===== src/rtl/txf_pkg.sv =====
package txf_pkg;

  typedef enum logic [2:0] {
    ST_IDLE,
    ST_RD_OWN,
    ST_RD_CTL,
    ST_RD_BUF,
    ST_CHECK,
    ST_FETCH,
    ST_SEND,
    ST_WBACK
  } txf_state_e;

  // word 0
  localparam int OWN_BIT     = 31;
  localparam int ERR_LEN_BIT = 1;
  localparam int ERR_ALN_BIT = 0;
  // word 1
  localparam int EOR_BIT     = 31;
  localparam int FS_BIT      = 29;
  localparam int LS_BIT      = 28;

  localparam int DESC_BYTES  = 16;
  localparam int WORD_BYTES  = 4;

endpackage


===== src/rtl/txf_rst_sync.sv =====
module txf_rst_sync (
  input  logic clk,
  input  logic rst_n_i,
  output logic rst_n_o
);

  logic [1:0] sync_q;

  always_ff @(posedge clk or negedge rst_n_i) begin
    if (!rst_n_i) begin
      sync_q <= 2'b00;
    end else begin
      sync_q <= {sync_q[0], 1'b1};
    end
  end

  assign rst_n_o = sync_q[1];

endmodule


===== src/rtl/txf_ring_ptr.sv =====
module txf_ring_ptr #(
  parameter int ADDR_W = 16
) (
  input  logic              clk,
  input  logic              rst_n,
  input  logic              load,
  input  logic [ADDR_W-1:0] load_addr,
  input  logic              advance,
  input  logic              wrap,
  output logic [ADDR_W-1:0] cur_q
);

  import txf_pkg::*;

  localparam int ALIGN_W = $clog2(DESC_BYTES);

  logic [ADDR_W-1:0] start_q, start_d, cur_d;
  logic [ADDR_W-1:0] load_aligned;

  assign load_aligned = {load_addr[ADDR_W-1:ALIGN_W], {ALIGN_W{1'b0}}};

  always_comb begin
    start_d = start_q;
    cur_d   = cur_q;
    if (load) begin
      start_d = load_aligned;
      cur_d   = load_aligned;
    end else if (advance) begin
      cur_d = wrap ? start_q : cur_q + ADDR_W'(DESC_BYTES);
    end
  end

  always_ff @(posedge clk or negedge rst_n) begin
    if (!rst_n) begin
      start_q <= '0;
      cur_q   <= '0;
    end else begin
      start_q <= start_d;
      cur_q   <= cur_d;
    end
  end

endmodule


===== src/rtl/txf_unpack.sv =====
module txf_unpack #(
  parameter int ADDR_W = 16,
  parameter int LEN_W  = 11
) (
  input  logic              clk,
  input  logic              rst_n,
  input  logic              start,
  input  logic [ADDR_W-1:0] start_addr,
  input  logic [LEN_W-1:0]  start_len,
  input  logic              word_ld,
  input  logic [31:0]       word_in,
  input  logic              take,
  output logic [7:0]        byte_o,
  output logic [ADDR_W-1:0] word_addr,
  output logic              first_o,
  output logic              last_o,
  output logic              word_end_o
);

  logic [ADDR_W-1:0] ptr_q, ptr_d;
  logic [LEN_W-1:0]  rem_q, rem_d;
  logic [31:0]       word_q, word_d;
  logic              first_q, first_d;

  always_comb begin
    ptr_d   = ptr_q;
    rem_d   = rem_q;
    first_d = first_q;
    word_d  = word_ld ? word_in : word_q;
    if (start) begin
      ptr_d   = start_addr;
      rem_d   = start_len;
      first_d = 1'b1;
    end else if (take) begin
      ptr_d   = ptr_q + ADDR_W'(1);
      rem_d   = rem_q - LEN_W'(1);
      first_d = 1'b0;
    end
  end

  always_ff @(posedge clk or negedge rst_n) begin
    if (!rst_n) begin
      ptr_q   <= '0;
      rem_q   <= '0;
      word_q  <= '0;
      first_q <= 1'b0;
    end else begin
      ptr_q   <= ptr_d;
      rem_q   <= rem_d;
      word_q  <= word_d;
      first_q <= first_d;
    end
  end

  assign byte_o     = word_q[{ptr_q[1:0], 3'b000} +: 8];
  assign word_addr  = {ptr_q[ADDR_W-1:2], 2'b00};
  assign first_o    = first_q;
  assign last_o     = (rem_q == LEN_W'(1));
  assign word_end_o = (ptr_q[1:0] == 2'b11);

endmodule


===== src/rtl/txf_ctrl.sv =====
module txf_ctrl #(
  parameter int ADDR_W  = 16,
  parameter int LEN_W   = 11,
  parameter int MIN_LEN = 60
) (
  input  logic              clk,
  input  logic              rst_n,
  input  logic              poll_wr,
  input  logic              base_wr,
  input  logic              mem_gnt,
  input  logic [31:0]       mem_rdata,
  input  logic              tx_ready,
  input  logic [ADDR_W-1:0] cur_addr,
  input  logic [ADDR_W-1:0] word_addr,
  input  logic              first_byte,
  input  logic              last_byte,
  input  logic              word_end,
  output logic              mem_req,
  output logic              mem_we,
  output logic [ADDR_W-1:0] mem_addr,
  output logic [31:0]       mem_wdata,
  output logic              tx_valid,
  output logic              tx_first,
  output logic              tx_last,
  output logic              ptr_load,
  output logic              ptr_adv,
  output logic              ptr_wrap,
  output logic              un_start,
  output logic [ADDR_W-1:0] un_addr,
  output logic [LEN_W-1:0]  un_len,
  output logic              un_word_ld,
  output logic              un_take,
  output logic              busy
);

  import txf_pkg::*;

  txf_state_e        state_q, state_d;
  logic              pend_q, pend_d;
  logic [LEN_W-1:0]  len_q, len_d;
  logic              fs_q, fs_d, ls_q, ls_d, eor_q, eor_d;
  logic [ADDR_W-1:0] buf_q, buf_d;
  logic [1:0]        err_q, err_d;
  logic              idle;

  assign idle = (state_q == ST_IDLE);

  always_comb begin
    state_d    = state_q;
    len_d      = len_q;
    fs_d       = fs_q;
    ls_d       = ls_q;
    eor_d      = eor_q;
    buf_d      = buf_q;
    err_d      = err_q;
    mem_req    = 1'b0;
    mem_we     = 1'b0;
    mem_addr   = cur_addr;
    mem_wdata  = '0;
    tx_valid   = 1'b0;
    tx_first   = 1'b0;
    tx_last    = 1'b0;
    ptr_adv    = 1'b0;
    ptr_wrap   = 1'b0;
    un_start   = 1'b0;
    un_word_ld = 1'b0;
    un_take    = 1'b0;
    pend_d     = poll_wr | (pend_q & !idle);
    unique case (state_q)
      ST_IDLE: begin
        if (pend_q) state_d = ST_RD_OWN;
      end
      ST_RD_OWN: begin
        mem_req = 1'b1;
        if (mem_gnt) state_d = mem_rdata[OWN_BIT] ? ST_RD_CTL : ST_IDLE;
      end
      ST_RD_CTL: begin
        mem_req  = 1'b1;
        mem_addr = cur_addr + ADDR_W'(WORD_BYTES);
        if (mem_gnt) begin
          len_d   = mem_rdata[LEN_W-1:0];
          fs_d    = mem_rdata[FS_BIT];
          ls_d    = mem_rdata[LS_BIT];
          eor_d   = mem_rdata[EOR_BIT];
          state_d = ST_RD_BUF;
        end
      end
      ST_RD_BUF: begin
        mem_req  = 1'b1;
        mem_addr = cur_addr + ADDR_W'(2 * WORD_BYTES);
        if (mem_gnt) begin
          buf_d   = mem_rdata[ADDR_W-1:0];
          state_d = ST_CHECK;
        end
      end
      ST_CHECK: begin
        err_d = '0;
        err_d[ERR_LEN_BIT] = (len_q < LEN_W'(MIN_LEN));
        err_d[ERR_ALN_BIT] = buf_q[0];
        if (err_d != 2'b00) begin
          state_d = ST_WBACK;
        end else begin
          un_start = 1'b1;
          state_d  = ST_FETCH;
        end
      end
      ST_FETCH: begin
        mem_req  = 1'b1;
        mem_addr = word_addr;
        if (mem_gnt) begin
          un_word_ld = 1'b1;
          state_d    = ST_SEND;
        end
      end
      ST_SEND: begin
        tx_valid = 1'b1;
        tx_first = first_byte & fs_q;
        tx_last  = last_byte & ls_q;
        if (tx_ready) begin
          un_take = 1'b1;
          if (last_byte)     state_d = ST_WBACK;
          else if (word_end) state_d = ST_FETCH;
        end
      end
      ST_WBACK: begin
        mem_req   = 1'b1;
        mem_we    = 1'b1;
        mem_wdata = {30'b0, err_q};
        if (mem_gnt) begin
          ptr_adv  = 1'b1;
          ptr_wrap = eor_q;
          state_d  = ST_RD_OWN;
        end
      end
      default: state_d = ST_IDLE;
    endcase
  end

  always_ff @(posedge clk or negedge rst_n) begin
    if (!rst_n) begin
      state_q <= ST_IDLE;
      pend_q  <= 1'b0;
      len_q   <= '0;
      fs_q    <= 1'b0;
      ls_q    <= 1'b0;
      eor_q   <= 1'b0;
      buf_q   <= '0;
      err_q   <= '0;
    end else begin
      state_q <= state_d;
      pend_q  <= pend_d;
      len_q   <= len_d;
      fs_q    <= fs_d;
      ls_q    <= ls_d;
      eor_q   <= eor_d;
      buf_q   <= buf_d;
      err_q   <= err_d;
    end
  end

  assign ptr_load = base_wr & idle & !pend_q;
  assign un_addr  = buf_q;
  assign un_len   = len_q;
  assign busy     = pend_q | !idle;

endmodule


===== src/rtl/txf_desc_fetch.sv =====
module txf_desc_fetch #(
  parameter int ADDR_W  = 16,
  parameter int LEN_W   = 11,
  parameter int MIN_LEN = 60
) (
  input  logic              clk,
  input  logic              rst_n,
  input  logic              base_wr,
  input  logic [ADDR_W-1:0] base_wdata,
  input  logic              poll_wr,
  output logic [ADDR_W-1:0] cur_desc_addr,
  output logic              busy,
  output logic              mem_req,
  output logic              mem_we,
  output logic [ADDR_W-1:0] mem_addr,
  output logic [31:0]       mem_wdata,
  input  logic              mem_gnt,
  input  logic [31:0]       mem_rdata,
  output logic              tx_valid,
  input  logic              tx_ready,
  output logic [7:0]        tx_data,
  output logic              tx_first,
  output logic              tx_last
);

  logic              rst_sn;
  logic              ptr_load, ptr_adv, ptr_wrap;
  logic              un_start, un_word_ld, un_take;
  logic [ADDR_W-1:0] un_addr, word_addr;
  logic [LEN_W-1:0]  un_len;
  logic              first_byte, last_byte, word_end;

  txf_rst_sync u_rst (
    .clk     (clk),
    .rst_n_i (rst_n),
    .rst_n_o (rst_sn)
  );

  txf_ring_ptr #(.ADDR_W(ADDR_W)) u_ptr (
    .clk       (clk),
    .rst_n     (rst_sn),
    .load      (ptr_load),
    .load_addr (base_wdata),
    .advance   (ptr_adv),
    .wrap      (ptr_wrap),
    .cur_q     (cur_desc_addr)
  );

  txf_unpack #(.ADDR_W(ADDR_W), .LEN_W(LEN_W)) u_unpack (
    .clk        (clk),
    .rst_n      (rst_sn),
    .start      (un_start),
    .start_addr (un_addr),
    .start_len  (un_len),
    .word_ld    (un_word_ld),
    .word_in    (mem_rdata),
    .take       (un_take),
    .byte_o     (tx_data),
    .word_addr  (word_addr),
    .first_o    (first_byte),
    .last_o     (last_byte),
    .word_end_o (word_end)
  );

  txf_ctrl #(.ADDR_W(ADDR_W), .LEN_W(LEN_W), .MIN_LEN(MIN_LEN)) u_ctrl (
    .clk        (clk),
    .rst_n      (rst_sn),
    .poll_wr    (poll_wr),
    .base_wr    (base_wr),
    .mem_gnt    (mem_gnt),
    .mem_rdata  (mem_rdata),
    .tx_ready   (tx_ready),
    .cur_addr   (cur_desc_addr),
    .word_addr  (word_addr),
    .first_byte (first_byte),
    .last_byte  (last_byte),
    .word_end   (word_end),
    .mem_req    (mem_req),
    .mem_we     (mem_we),
    .mem_addr   (mem_addr),
    .mem_wdata  (mem_wdata),
    .tx_valid   (tx_valid),
    .tx_first   (tx_first),
    .tx_last    (tx_last),
    .ptr_load   (ptr_load),
    .ptr_adv    (ptr_adv),
    .ptr_wrap   (ptr_wrap),
    .un_start   (un_start),
    .un_addr    (un_addr),
    .un_len     (un_len),
    .un_word_ld (un_word_ld),
    .un_take    (un_take),
    .busy       (busy)
  );

endmodule


===== config.mk =====
export PLATFORM = sky130hd
export DESIGN_NAME = txf_desc_fetch
export DESIGN_NICKNAME = d
export VERILOG_FILES = /design/src/rtl/txf_pkg.sv /design/src/rtl/txf_rst_sync.sv /design/src/rtl/txf_ring_ptr.sv /design/src/rtl/txf_unpack.sv /design/src/rtl/txf_ctrl.sv /design/src/rtl/txf_desc_fetch.sv
export SDC_FILE = /design/constraint.sdc
export NUM_CORES = 1
export LEC_CHECK = 0
export ABC_AREA = 0
export ABC_CLOCK_PERIOD_IN_PS = 6900
export BUFFER_PORTS_ARGS = -buffer_cell sky130_fd_sc_hd__clkbuf_2
export CORE_MARGIN = 4
export CORE_UTILIZATION = 46
export DETAILED_ROUTE_END_ITERATION = 10
export PLACE_DENSITY = 0.69
export SYNTH_ARGS = -nofsm -noshare
export SYNTH_HDL_FRONTEND = slang
export SYNTH_SLANG_ARGS = --single-unit

===== constraint.sdc =====
create_clock -name clk -period 6.9 [get_ports clk]
set_input_delay 1.38 -clock clk [delete_from_list [all_inputs] [get_ports clk]]
set_output_delay 1.38 -clock clk [all_outputs]
set_load 0.05 [all_outputs]

# After elaboration in Yosys (flattened, before gate mapping)
# Cells that the tools add are included.
dict set report totals {
  in_bits 54
  output_inout_bits 78
  wordCells 93
  register_bits 126
}
dict set report op_classes {
  shift 1
  reduce_logical 10
  bitwise_logic 7
  order_cmp 1
  add_sub_neg 5
  n_mux 37
  eq_ne 17
}
# op n
set op_table {}
lappend op_table {{$mux W16} 5}
lappend op_table {{$pmux W16 S3} 1}
lappend op_table {{$shiftx A32 B6 Y8} 1}
lappend op_table {{$mux W3} 9}
lappend op_table {{$pmux W3 S8} 1}
lappend op_table {{$mux W11} 2}
lappend op_table {{$add A16 B1 Y16 const B} 1}
lappend op_table {{$add A16 B3 Y16 const B} 1}
lappend op_table {{$add A16 B4 Y16 const B} 1}
lappend op_table {{$add A16 B5 Y16 const B} 1}
lappend op_table {{$mux W1} 16}
lappend op_table {{$eq A3 B3 Y1 const B} 4}
lappend op_table {{$ne A2 B2 Y1 const B} 6}
lappend op_table {{$eq A11 B1 Y1 const B} 1}
lappend op_table {{$lt A11 B6 Y1 const B} 1}
lappend op_table {{$sub A11 B1 Y11 const B} 1}
lappend op_table {{$reduce_and A8 Y1} 1}
lappend op_table {{$eq A3 B2 Y1 const B} 2}
lappend op_table {{$mux W2} 3}
lappend op_table {{$reduce_bool A2 Y1} 3}
lappend op_table {{$and A1 B1 Y1} 5}
lappend op_table {{$reduce_or A5 Y1} 1}
lappend op_table {{$reduce_and A2 Y1} 2}
lappend op_table {{$eq A3 B1 Y1 const B} 1}
lappend op_table {{6 further kinds} 8}

# Longest topological paths before layout
# Gate-level depths: netlist of the first run.
dict set report depth {
  word_depth 5
  mapped_depth 7
  depth_no_buf 6
}

# Cells and area by module
# Synthesis of the first run repeated with hierarchy kept, for this count alone.
dict set report hier_totals {
  cells_unflattened 682
  area_unflattened_um2 6991.7
}
# mod cells_each area_per_inst_um2 seq_area_each_um2 instances
set modules_own_cells {}
lappend modules_own_cells {txf_unpack 257 3002.9 1501.4 1}
lappend modules_own_cells {txf_ctrl 275 2607.5 900.9 1}
lappend modules_own_cells {txf_ring_ptr 147 1327.5 600.6 1}
lappend modules_own_cells {txf_rst_sync 3 53.8 50.0 1}

# Worst setup path after synthesis of the first run
# No wires, ideal clock.
dict set report synth_path {
  path_type {reg-to-output}
  start {register u_ctrl.state_q[0]}
  end {output port tx_last}
  t_required_ns 5.520
  n_path_buf 2
  path_stages_with_launch 7
  arrival_ns 2.041
  slack_ns 3.479
  cell_sequence {dfrtp_1 buf_6 clkbuf_1 nand3b_1 inv_1 nand4_1 nor2_1}
}
dict set report synth_between {
  elab_chain_len 2
}
# element line_no
set synth_lines {}
lappend synth_lines {{start, declared} txf_ctrl.sv:38} ;# txf_state_e state_q, state_d;
lappend synth_lines {{start signal, assigned} txf_ctrl.sv:150} ;# state_q <= state_d;
lappend synth_lines {{$eq A3 B3 Y1} txf_ctrl.sv:69} ;# unique case (state_q)
lappend synth_lines {{$mux W1} txf_ctrl.sv:69}
lappend synth_lines {{end, declared} txf_desc_fetch.sv:23} ;# output logic tx_last
# No other way between the ends.

# Final worst setup path of the first run
dict set report layout_path {
  start {register u_ctrl.state_q[2]}
  end {output port mem_addr[7]}
}
dict set report layout_between {
  elab_chain_len 2
  word_cells_on_any_way 4
  cone_classes {eq/ne: 3; mux: 1}
}
# element line_no
set layout_lines {}
lappend layout_lines {{$eq A3 B3 Y1 / $eq A3 B2 Y1 (equally long branches)} txf_ctrl.sv:69}
lappend layout_lines {{$pmux W16 S3 (*)} txf_ctrl.sv:69}
lappend layout_lines {{end, declared} txf_desc_fetch.sv:15} ;# output logic [ADDR_W-1:0] mem_addr,
# Mark *: on every way between the ends. The rest lies on a longest branch, timed or not.

==> impl_metrics.yaml, run 1 <==
clock_tree:
  clk_path_buf_depth: 2
  cts_setup_buffers: 0
  post_cts_resized: 0
  cts_root_buffer: "clkbuf_16"
  htree_levels: 4
  cts_tree: "done"
  numCtsBuffers: 17
  cts-hold-fix-buffers: 0
  clk_latency_ns: 0.42
  cts_num_sinks: 122
  path_clk_slew_ns: 0.06
drt:
  drt_iter0_markers: 404
  firstDrtPassIters: 5
  viasPerCell: 5.801
  finalWirelength_um: 16010
  dr_total_vias: 4983
  drc: 0
  antenna_left: 0
  routedWlPerCell_um: 18.63
critical_path:
  crit_path_max_fanout: 19
  crit_type: "reg2out"
  cpMaxStageDelayCell: "dfrtp_1"
  crit_path_end_kind: "output pin"
  max_stage_delay_ns: 0.68
  worstPathArrival_ns: 2.46
  crit_path_start_kind: "flop"
  cp.required_ns: 5.52
  crit_chain: "nor2b_1, nand2_1, mux2_2, clkbuf_2"
logic_synthesis:
  synth_top_area_share: 0.4786
  synth_top_cell_by_area: "dfrtp_1"
  ys_seq_area_frac: 0.4786
  synth_compound_area_frac: 0.1114
  synth_top_family_by_area: "multiplexers"
  syn_inst: 589
  synth-adder-area-share: 0.007846
  synth_edf_count: 0
  postSynthAreaPerCell_um2: 10.83
  syn_area_um2: 6379
  synth_area_leaders: "dfrtp_1, mux2_2, nand2_1"
  postSynth.asyncResetShare: 1.000
  yosys.area_share.simple: 0.1536
  synth_xor_area_frac: 0.008239
  synth_ff_type: "dfrtp_1"
  synthMuxAreaShare: 0.1636
  ys_seq_elements: 122
  ys_types: 63
  yosysWarnings: 0
global_routing:
  grtUsageTotal: 0.2035
  grt_pass1_vias: 4926
  antenna_found_initial: 0
  grt_max_degree: 74
  grt_pass1_wl_um: 25730
  gr-total-overflow: 0
floorplan:
  io_pins: 132
  die_h_um: 125.8
  fp.dieW_um: 125.8
  core-area_um2: 13400
  die_area_um2: 15810
  num_rows: 42
  start_util: 0.4760
final_layout:
  finish.net_count: 728
  regArea_um2: 3057
  antenna_cells: 0
  multi_input_area_um2: 2975
  fillers: 1185
  final_cell_mix: "dfrtp_1, clkbuf_2, nand2_1"
  final_util: 0.5563
  post-route-cell-area_um2: 7455
  syn2layout_area_growth_pct: 16.87
  final_layout_size_suffix_gt1_frac: 0.3206
  final_common_cell: "dfrtp_1"
  fin_cells: 859
timing:
  slew_headroom: 0.3455
  fin_skew_ns: 0.005792
  worstMarginPinSlew_ns: 0.9817
  final.period_utilization: 0.5567
  grt_setup_unrepaired: "no"
  period_minus_slack_ns: 3.841
  fin_setup_tns_ns: 0
  setup_viol: 0
  hold_viol_final: 0
  finalMaxSlewViolations: 0
  fmax_mhz: 260.3
outcome:
  status: "finished clean"
placement:
  place_inst: 827
  place_area_um2: 6787
  portBuffers: 91
  place_hpwl_um: 11250
  gp_congestion: 0.8613
pwr:
  powerDensity_nw_per_um2: 535.1
  ir_drop_mv: 0.3267
  leakagePower_nw: 3.377
min_path:
  hold_class: "reg2reg"
run:
  max_cap_violations: 0
==> layer usage <==
layer,share of wire,track usage,vias to the layer above
met2,0.47,0.3269,212
met1,0.43,0.2663,2493
met5,0,0,-
met3,0.076,0.06266,23
li1,-,-,2255
met4,0.015,0.06372,0
==> through the flow <==
step	hold WS, ns	setup slack (ns)	total power, W
global route	0.3533	2.961	0.004187
global placement	0.3377	3.582	0.002916
detailed placement	0.3355	3.536	0.002981
floorplan	0.3312	3.249	0.002621
CTS	0.3468	3.080	0.003990
finish	0.3452	3.059	0.003989
==> sequential cells by signal (all words and copies together), names as in the netlist <==
name              flops
u_unpack.word_q      32
u_ctrl.un_addr       16
u_unpack.ptr_q       16
u_ptr.cur_q          12
u_ptr.start_q        12
u_ctrl.un_len        11
u_unpack.rem_q       11
u_ctrl.state_q        3
u_ctrl.err_q          2
u_rst.sync_q          2
u_ctrl.eor_q          1
u_ctrl.fs_q           1
u_ctrl.ls_q           1
u_ctrl.pend_q         1
u_unpack.first_o      1
==> worst max-delay path: cells and delay by family (launching register included) <==
family / cells / cell delay (ns)
buf+inv: 1 / 0.25
flops: 1 / 0.68
mux: 1 / 0.46
simple gates: 2 / 0.66
==> power breakdown <==
| part | switching [W] | internal (W) | total, W |
|---|---|---|---|
| Sequential | 0.000401 | 0.00105 | 0.00146 |
| Clock | 0.000338 | 0.000662 | 0.00100 |
| Combinational | 0.000959 | 0.000575 | 0.00153 |
==> synthesized netlist by cell type (all sizes together), types with 4 or more instances <==
library cell	instances
inv	13
nor3	13
a21oi	12
and2	4
o311ai	9
nand4	10
nand2	80
nor2	20
o21ai	17
nor4	8
mux4	8
clkbuf	14
dfrtp	122
nand3	24
a221o	5
mux2	74
o211ai	13
o31ai	11
a31oi	5
ha	4
buf	54
and4	5
and3	7
==> cell families after synthesis <==
logic type               Yosys count
XOR/XNOR                           6
buffers and inverters             81
other                              2
multiplexers                      85
AO/OA/AOI/OAI                     98
AND/OR/NAND/NOR                  191
flip-flops                       122
adder cells (fa/ha/maj)            4
==> cell type report <==
class                   count  share of cell area
clock buffers              19             0.06076
clock inverters            13             0.02887
inverters                  13            0.006546
multi-input cells         421              0.3991
flip-flops and latches    122              0.4100
well taps                 176             0.02954
repair buffers             95             0.06512
==> worst paths after layout <==
check | slack, ns | cells past startpoint | start | to
min in group asynchronous | 0.49 | 0 | u_rst.sync_q[1] | u_ctrl.err_q[0]
worst max-delay path | 3.06 | 4 | u_ctrl.state_q[2] | mem_addr[7]
worst min-delay path | 0.35 | 0 | u_rst.sync_q[0] | u_rst.sync_q[1]
worst max register to register | 4.12 | 4 | u_ctrl.state_q[2] | u_unpack.ptr_q[4]
max in group asynchronous | 5.27 | 1 | u_rst.sync_q[1] | u_ctrl.ls_q
worst min register to register | 0.35 | 0 | u_rst.sync_q[0] | u_rst.sync_q[1]
No activity file was read; power rests on OpenSTA's default activity.
==> run 2: changes to the inputs <==
--- a/config.mk
+++ b/config.mk
@@ -6,7 +6,7 @@
 export NUM_CORES = 1
 export LEC_CHECK = 0
 export ABC_AREA = 0
-export ABC_CLOCK_PERIOD_IN_PS = 6900
+export ABC_CLOCK_PERIOD_IN_PS = 3800
 export BUFFER_PORTS_ARGS = -buffer_cell sky130_fd_sc_hd__clkbuf_2
 export CORE_MARGIN = 4
 export CORE_UTILIZATION = 46
==> constraint.sdc (replaced) <==
create_clock -name clk -period 3.8 [get_ports clk]
set_input_delay 0.76 -clock clk [delete_from_list [all_inputs] [get_ports clk]]
set_output_delay 0.76 -clock clk [all_outputs]
set_load 0.05 [all_outputs]
==> run 2 against run 1 <==
Net effect: routed wire length decreased by 1.8%; critical endpoint unchanged; sequential power increased by 81%; count of clock-buffer cells in the layout down 2; largest cell class unchanged; core utilization fell by 0.63 points.
==> impl_metrics.yaml, run 2 (synthesized netlist as in run 1, its figures left out) <==
critical_path:
  critPathTopFamily: "flip-flops"
  crit_chain: "nor2b_1, nand2_1, mux2_2, clkbuf_2"
  crit_path_end_kind: "output pin"
  cp.required_ns: 3.04
  crit_path_max_fanout: 19
  max_stage_delay_ns: 0.67
  crit_path_start_kind: "flop"
  critPathBufInv: 1
  cpMaxStageDelayCell: "dfrtp_1"
  crit_type: "reg2out"
  worstPathArrival_ns: 2.46
floorplan:
  die_area_um2: 15810
  core-area_um2: 13400
  fp.dieW_um: 125.8
  start_util: 0.4760
  io_pins: 132
  num_rows: 42
  die_h_um: 125.8
timing:
  worstMarginPinSlew_ns: 0.7774
  fin_skew_ns: 0.005804
  fmax_mhz: 310.4
  period_minus_slack_ns: 3.222
  fin_setup_tns_ns: 0
  grt_setup_unrepaired: "no"
  finalMaxSlewViolations: 0
  finalWorstSetupSlack_ns: 0.5783
  slew_headroom: 0.4770
  final.period_utilization: 0.8478
  setup_viol: 0
  hold_viol_final: 0
clock_tree:
  path_clk_slew_ns: 0.06
  cts_root_buffer: "clkbuf_16"
  clk_path_buf_depth: 2
  htree_levels: 4
  cts_tree: "done"
  post_cts_resized: 0
  cts_num_sinks: 122
  cts_setup_buffers: 0
  clk_latency_ns: 0.42
  cts-hold-fix-buffers: 0
  numCtsBuffers: 17
pwr:
  power_frac_seq: 0.380
  p_sw_w: 0.003081
  leakagePower_nw: 3.344
  pwr-share-comb: 0.399
  powerDensity_nw_per_um2: 943.3
  p_total_w: 0.006952
  p_clk_frac: 0.221
  ir_drop_mv: 0.6025
  p_int_w: 0.003871
  switching_share: 0.4432
global_routing:
  antenna_found_initial: 0
  grt_max_degree: 62
  grtUsageTotal: 0.2025
  grt_pass1_vias: 4956
  grt_pass1_wl_um: 25470
  gr-total-overflow: 0
drt:
  drt_iter0_markers: 460
  firstDrtPassIters: 6
  drc: 0
  dr_total_vias: 4901
  finalWirelength_um: 15720
  viasPerCell: 5.692
  routedWlPerCell_um: 18.26
  antenna_left: 0
final_layout:
  final_common_cell: "dfrtp_1"
  largest_register: "u_unpack.word_q"
  final_layout_size_suffix_gt1_frac: 0.3226
  final_cell_mix: "dfrtp_1, clkbuf_2, nand2_1"
  largest_reg_flops: 32
  fin_cells: 861
  finish.net_count: 730
  syn2layout_area_growth_pct: 15.54
  antenna_cells: 0
outcome:
  status: "finished clean"
placement:
  portBuffers: 91
  place_ws_ns: 1.042
  place_hpwl_um: 11370
  place_inst: 829
  gp_congestion: 0.8612
min_path:
  hold_class: "in2async"
run:
  max_cap_violations: 0
==> run 2: changes by cell type in the layout (fill, tap and decap cells not counted), sizes merged <==
| cell | previous run | this run |
|---|---|---|
| bufinv | 5 | 1 |
| buf | 4 | 6 |
| clkinv | 3 | 5 |
| inv | 14 | 18 |
| clkbuf | 110 | 108 |
==> run 2: cell type report <==
class / instances / area (um^2)
Clock buffer: 17 / 425.4
Clock inverter: 15 / 142.6
Fill cell: 1149 / 6031
Inverter: 13 / 48.80
Multi-Input combinational cell: 421 / 2975
Sequential cell: 122 / 3057
Tap cell: 176 / 220.2
Timing Repair Buffer: 97 / 500.5
==> run 2: worst paths after layout <==
kind	end	from	slack (ns)	depth (start not counted)
min in group clk	u_rst.sync_q[1]	u_rst.sync_q[0]	0.37	0
hold / removal	u_rst.sync_q[1]	rst_n	0.12	1
hold reg to reg	u_rst.sync_q[1]	u_rst.sync_q[0]	0.37	0
setup reg to reg	u_unpack.ptr_q[4]	u_ctrl.state_q[2]	1.24	4
max in group asynchronous	u_unpack.ptr_q[10]	u_rst.sync_q[1]	2.50	1
setup / recovery	mem_addr[7]	u_ctrl.state_q[2]	0.58	4
==> run 2: power by group through the flow <==
| stage | Combinational, W | Clock [W] | Sequential (W) |
|---|---|---|---|
| after floorplan | 0.00229 | 0 | 0.00246 |
| after global placement | 0.00271 | 0 | 0.00259 |
| after detailed placement | 0.00278 | 0 | 0.00264 |
| after CTS | 0.00279 | 0.00156 | 0.00263 |
| after global routing | 0.00297 | 0.00163 | 0.00273 |
| final | 0.00278 | 0.00154 | 0.00264 |
==> run 2: worst register-to-register path: stages, from the launching register on <==
cell	delay [ns]
dfrtp_1	0.67
nor4b_4	0.56
o31a_1	0.67
o21ai_0	0.22
a221o_1	0.33
==> run 2: stage by stage <==
stage                     instance area [um^2]  hold slack [ns]    util
after floorplan                           6510           0.3312       -
after global placement                    6802           0.3403  0.5076
after detailed placement                  6802           0.3427  0.5076
after CTS                                 7370           0.1081  0.5500
after global routing                      7370           0.1036  0.5500
final                                     7370           0.1219  0.5500
==> run 2: metal layers <==
metal  track usage  up-vias  wire, um
li1              -     2251         -
met1        0.2696     2426      6853
met2        0.3137      198      7388
met3       0.06097       26      1156
met4       0.07823        0       323
met5             0        -         0
==> run 3: changes to the inputs <==
--- a/config.mk
+++ b/config.mk
@@ -6,7 +6,7 @@
 export NUM_CORES = 1
 export LEC_CHECK = 0
 export ABC_AREA = 0
-export ABC_CLOCK_PERIOD_IN_PS = 3800
+export ABC_CLOCK_PERIOD_IN_PS = 2980
 export BUFFER_PORTS_ARGS = -buffer_cell sky130_fd_sc_hd__clkbuf_2
 export CORE_MARGIN = 4
 export CORE_UTILIZATION = 46
==> constraint.sdc (replaced) <==
create_clock -name clk -period 2.98 [get_ports clk]
set_input_delay 0.596 -clock clk [delete_from_list [all_inputs] [get_ports clk]]
set_output_delay 0.596 -clock clk [all_outputs]
set_load 0.05 [all_outputs]
==> run 3 against run 2 <==
Net effect: first-iteration DRC count shrank 24%; count of clock-buffer cells in the layout grew 1; combinational power grew 36%; die area is the same; global-route usage shrank 0.23 points.
==> impl_metrics.yaml, run 3 (synthesized netlist as in run 1, its figures left out) <==
outcome:
  status: "finished clean"
pwr:
  p_sw_w: 0.003914
  p_clk_frac: 0.223
  leakagePower_nw: 3.431
  power_frac_seq: 0.358
  switching_share: 0.4338
  p_int_w: 0.005108
  powerDensity_nw_per_um2: 1204
  ir_drop_mv: 1.106
  pwr-share-comb: 0.419
critical_path:
  r2r_start: "u_unpack.ptr_q[1]"
  rr_worst_depth: 5
  cp.required_ns: 2.38
  crit_path_start_kind: "flop"
  worstPathArrival_ns: 2.08
  crit_path_end: "mem_addr[5]"
  crit_start: "u_ctrl.state_q[0]"
  rr_endpoint: "u_unpack.ptr_q[14]"
  r2r_slack_ns: 0.63
  crit_type: "reg2out"
  crit_path_end_kind: "output pin"
  crit_path_max_fanout: 13
final_layout:
  finish.net_count: 744
  multi_input_area_um2: 2975
  final_common_cell: "dfrtp_1"
  final_layout_size_suffix_gt1_frac: 0.3348
  antenna_cells: 0
  fillers: 1141
  largest_register: "u_unpack.word_q"
  largest_reg_flops: 32
  post-route-cell-area_um2: 7492
  regArea_um2: 3057
  syn2layout_area_growth_pct: 17.46
  final_cell_mix: "dfrtp_1, clkbuf_2, nand2_1"
placement:
  place_area_um2: 6899
  portBuffers: 91
  place_hpwl_um: 11470
  gp_congestion: 0.8814
clock_tree:
  numCtsBuffers: 17
  cts_tree: "done"
  path_clk_slew_ns: 0.06
  cts_root_buffer: "clkbuf_16"
  cts_num_sinks: 122
  htree_levels: 4
  clk_latency_ns: 0.42
  clk_path_buf_depth: 2
global_routing:
  antenna_found_initial: 0
  grt_pass1_wl_um: 25370
  grt_max_degree: 76
  grt_pass1_vias: 4882
  gr-total-overflow: 0
  grtUsageTotal: 0.2002
drt:
  dr_total_vias: 5024
  antenna_left: 0
  finalWirelength_um: 15650
  firstDrtPassIters: 5
  drt_iter0_markers: 351
  routedWlPerCell_um: 17.88
  viasPerCell: 5.742
  drc: 0
floorplan:
  die_h_um: 125.8
  num_rows: 42
  start_util: 0.4760
  core-area_um2: 13400
  io_pins: 132
  fp.dieW_um: 125.8
  die_area_um2: 15810
timing:
  final.period_utilization: 0.8990
  worstMarginPinSlew_ns: 0.9335
  hold_viol_final: 0
  period_minus_slack_ns: 2.679
  fin_setup_tns_ns: 0
  fin_skew_ns: 0.01060
  setup_viol: 0
  slew_headroom: 0.3777
  fmax_mhz: 373.3
  grt_setup_unrepaired: "no"
  finalMaxSlewViolations: 0
run:
  max_cap_violations: 0
min_path:
  hold_class: "reg2reg"
[run 3: cell count changes in the layout (fill, tap and decap cells not counted)]
cell,delta
buf_4,+13
bufinv_16,+1
clkbuf_8,+1
clkinv_2,+3
clkinv_4,-1
clkinvlp_4,-2
dlygate4sd3_1,+1
inv_6,-1
inv_8,-1
[run 3: critical path, stage by stage, from the launching register on]
cell	delay (ns)
dfrtp_1	0.55
nand2_1	0.43
mux2_2	0.43
clkbuf_2	0.25
[run 3: how the worst min path moves through the flow]
stage,to,slack (ns),start,cells after the start
6_report,u_rst.sync_q[1],0.35,u_rst.sync_q[0],0
5_1_grt,u_rst.sync_q[1],0.36,u_rst.sync_q[0],0
4_1_cts,u_rst.sync_q[1],0.35,u_rst.sync_q[0],0
3_5_place_dp,u_rst.sync_q[1],0.34,u_rst.sync_q[0],0
3_3_place_gp,u_rst.sync_q[1],0.34,u_rst.sync_q[0],0
2_1_floorplan,u_rst.sync_q[0],0.30,rst_n,0
[run 3: area by class of cell]
| cell class | instances | area share |
|---|---|---|
| Sequential cell | 122 | 0.4080 |
| Clock buffer | 18 | 0.05862 |
| Tap cell | 176 | 0.02939 |
| Clock inverter | 14 | 0.01921 |
| Timing Repair Buffer | 111 | 0.08116 |
| Inverter | 13 | 0.006513 |
| Multi-Input combinational cell | 421 | 0.3971 |
[run 3: power groups by stage]
stage | combinational [W] | clock (W) | sequential (W)
after floorplan | 0.00293 | 0 | 0.00314
after global placement | 0.00368 | 0 | 0.00318
after detailed placement | 0.00377 | 0 | 0.00323
after CTS | 0.00379 | 0.00203 | 0.00321
after global routing | 0.00406 | 0.00211 | 0.00333
final | 0.00378 | 0.00201 | 0.00323
[run 3: timing repair]
item                                    CTS  global route
hold buffers                              1             0
hold endpoints to repair                  2             0
endpoints found under the setup margin    0             0
resized for setup                         0             0
buffers inserted                          0             0
[run 3: layer usage]
layer	GRT usage	wire (um)
met2	0.3140	7325
met4	0.06562	231
met5	0	0
met3	0.05207	1111
met1	0.2736	6976
[run 3: per-stage QoR]
step	utilization	worst slack, ns	total power (W)	hold WS [ns]	cells
2_1_floorplan	-	0.3427	0.006068	0.3004	624
3_3_place_gp	0.5148	0.7634	0.006856	0.3381	842
3_5_place_dp	0.5148	0.7290	0.007002	0.3371	842
4_1_cts	0.5591	0.2563	0.009036	0.3506	875
5_1_grt	0.5591	0.1754	0.009511	0.3623	875
6_report	0.5591	0.3010	0.009022	0.3500	875
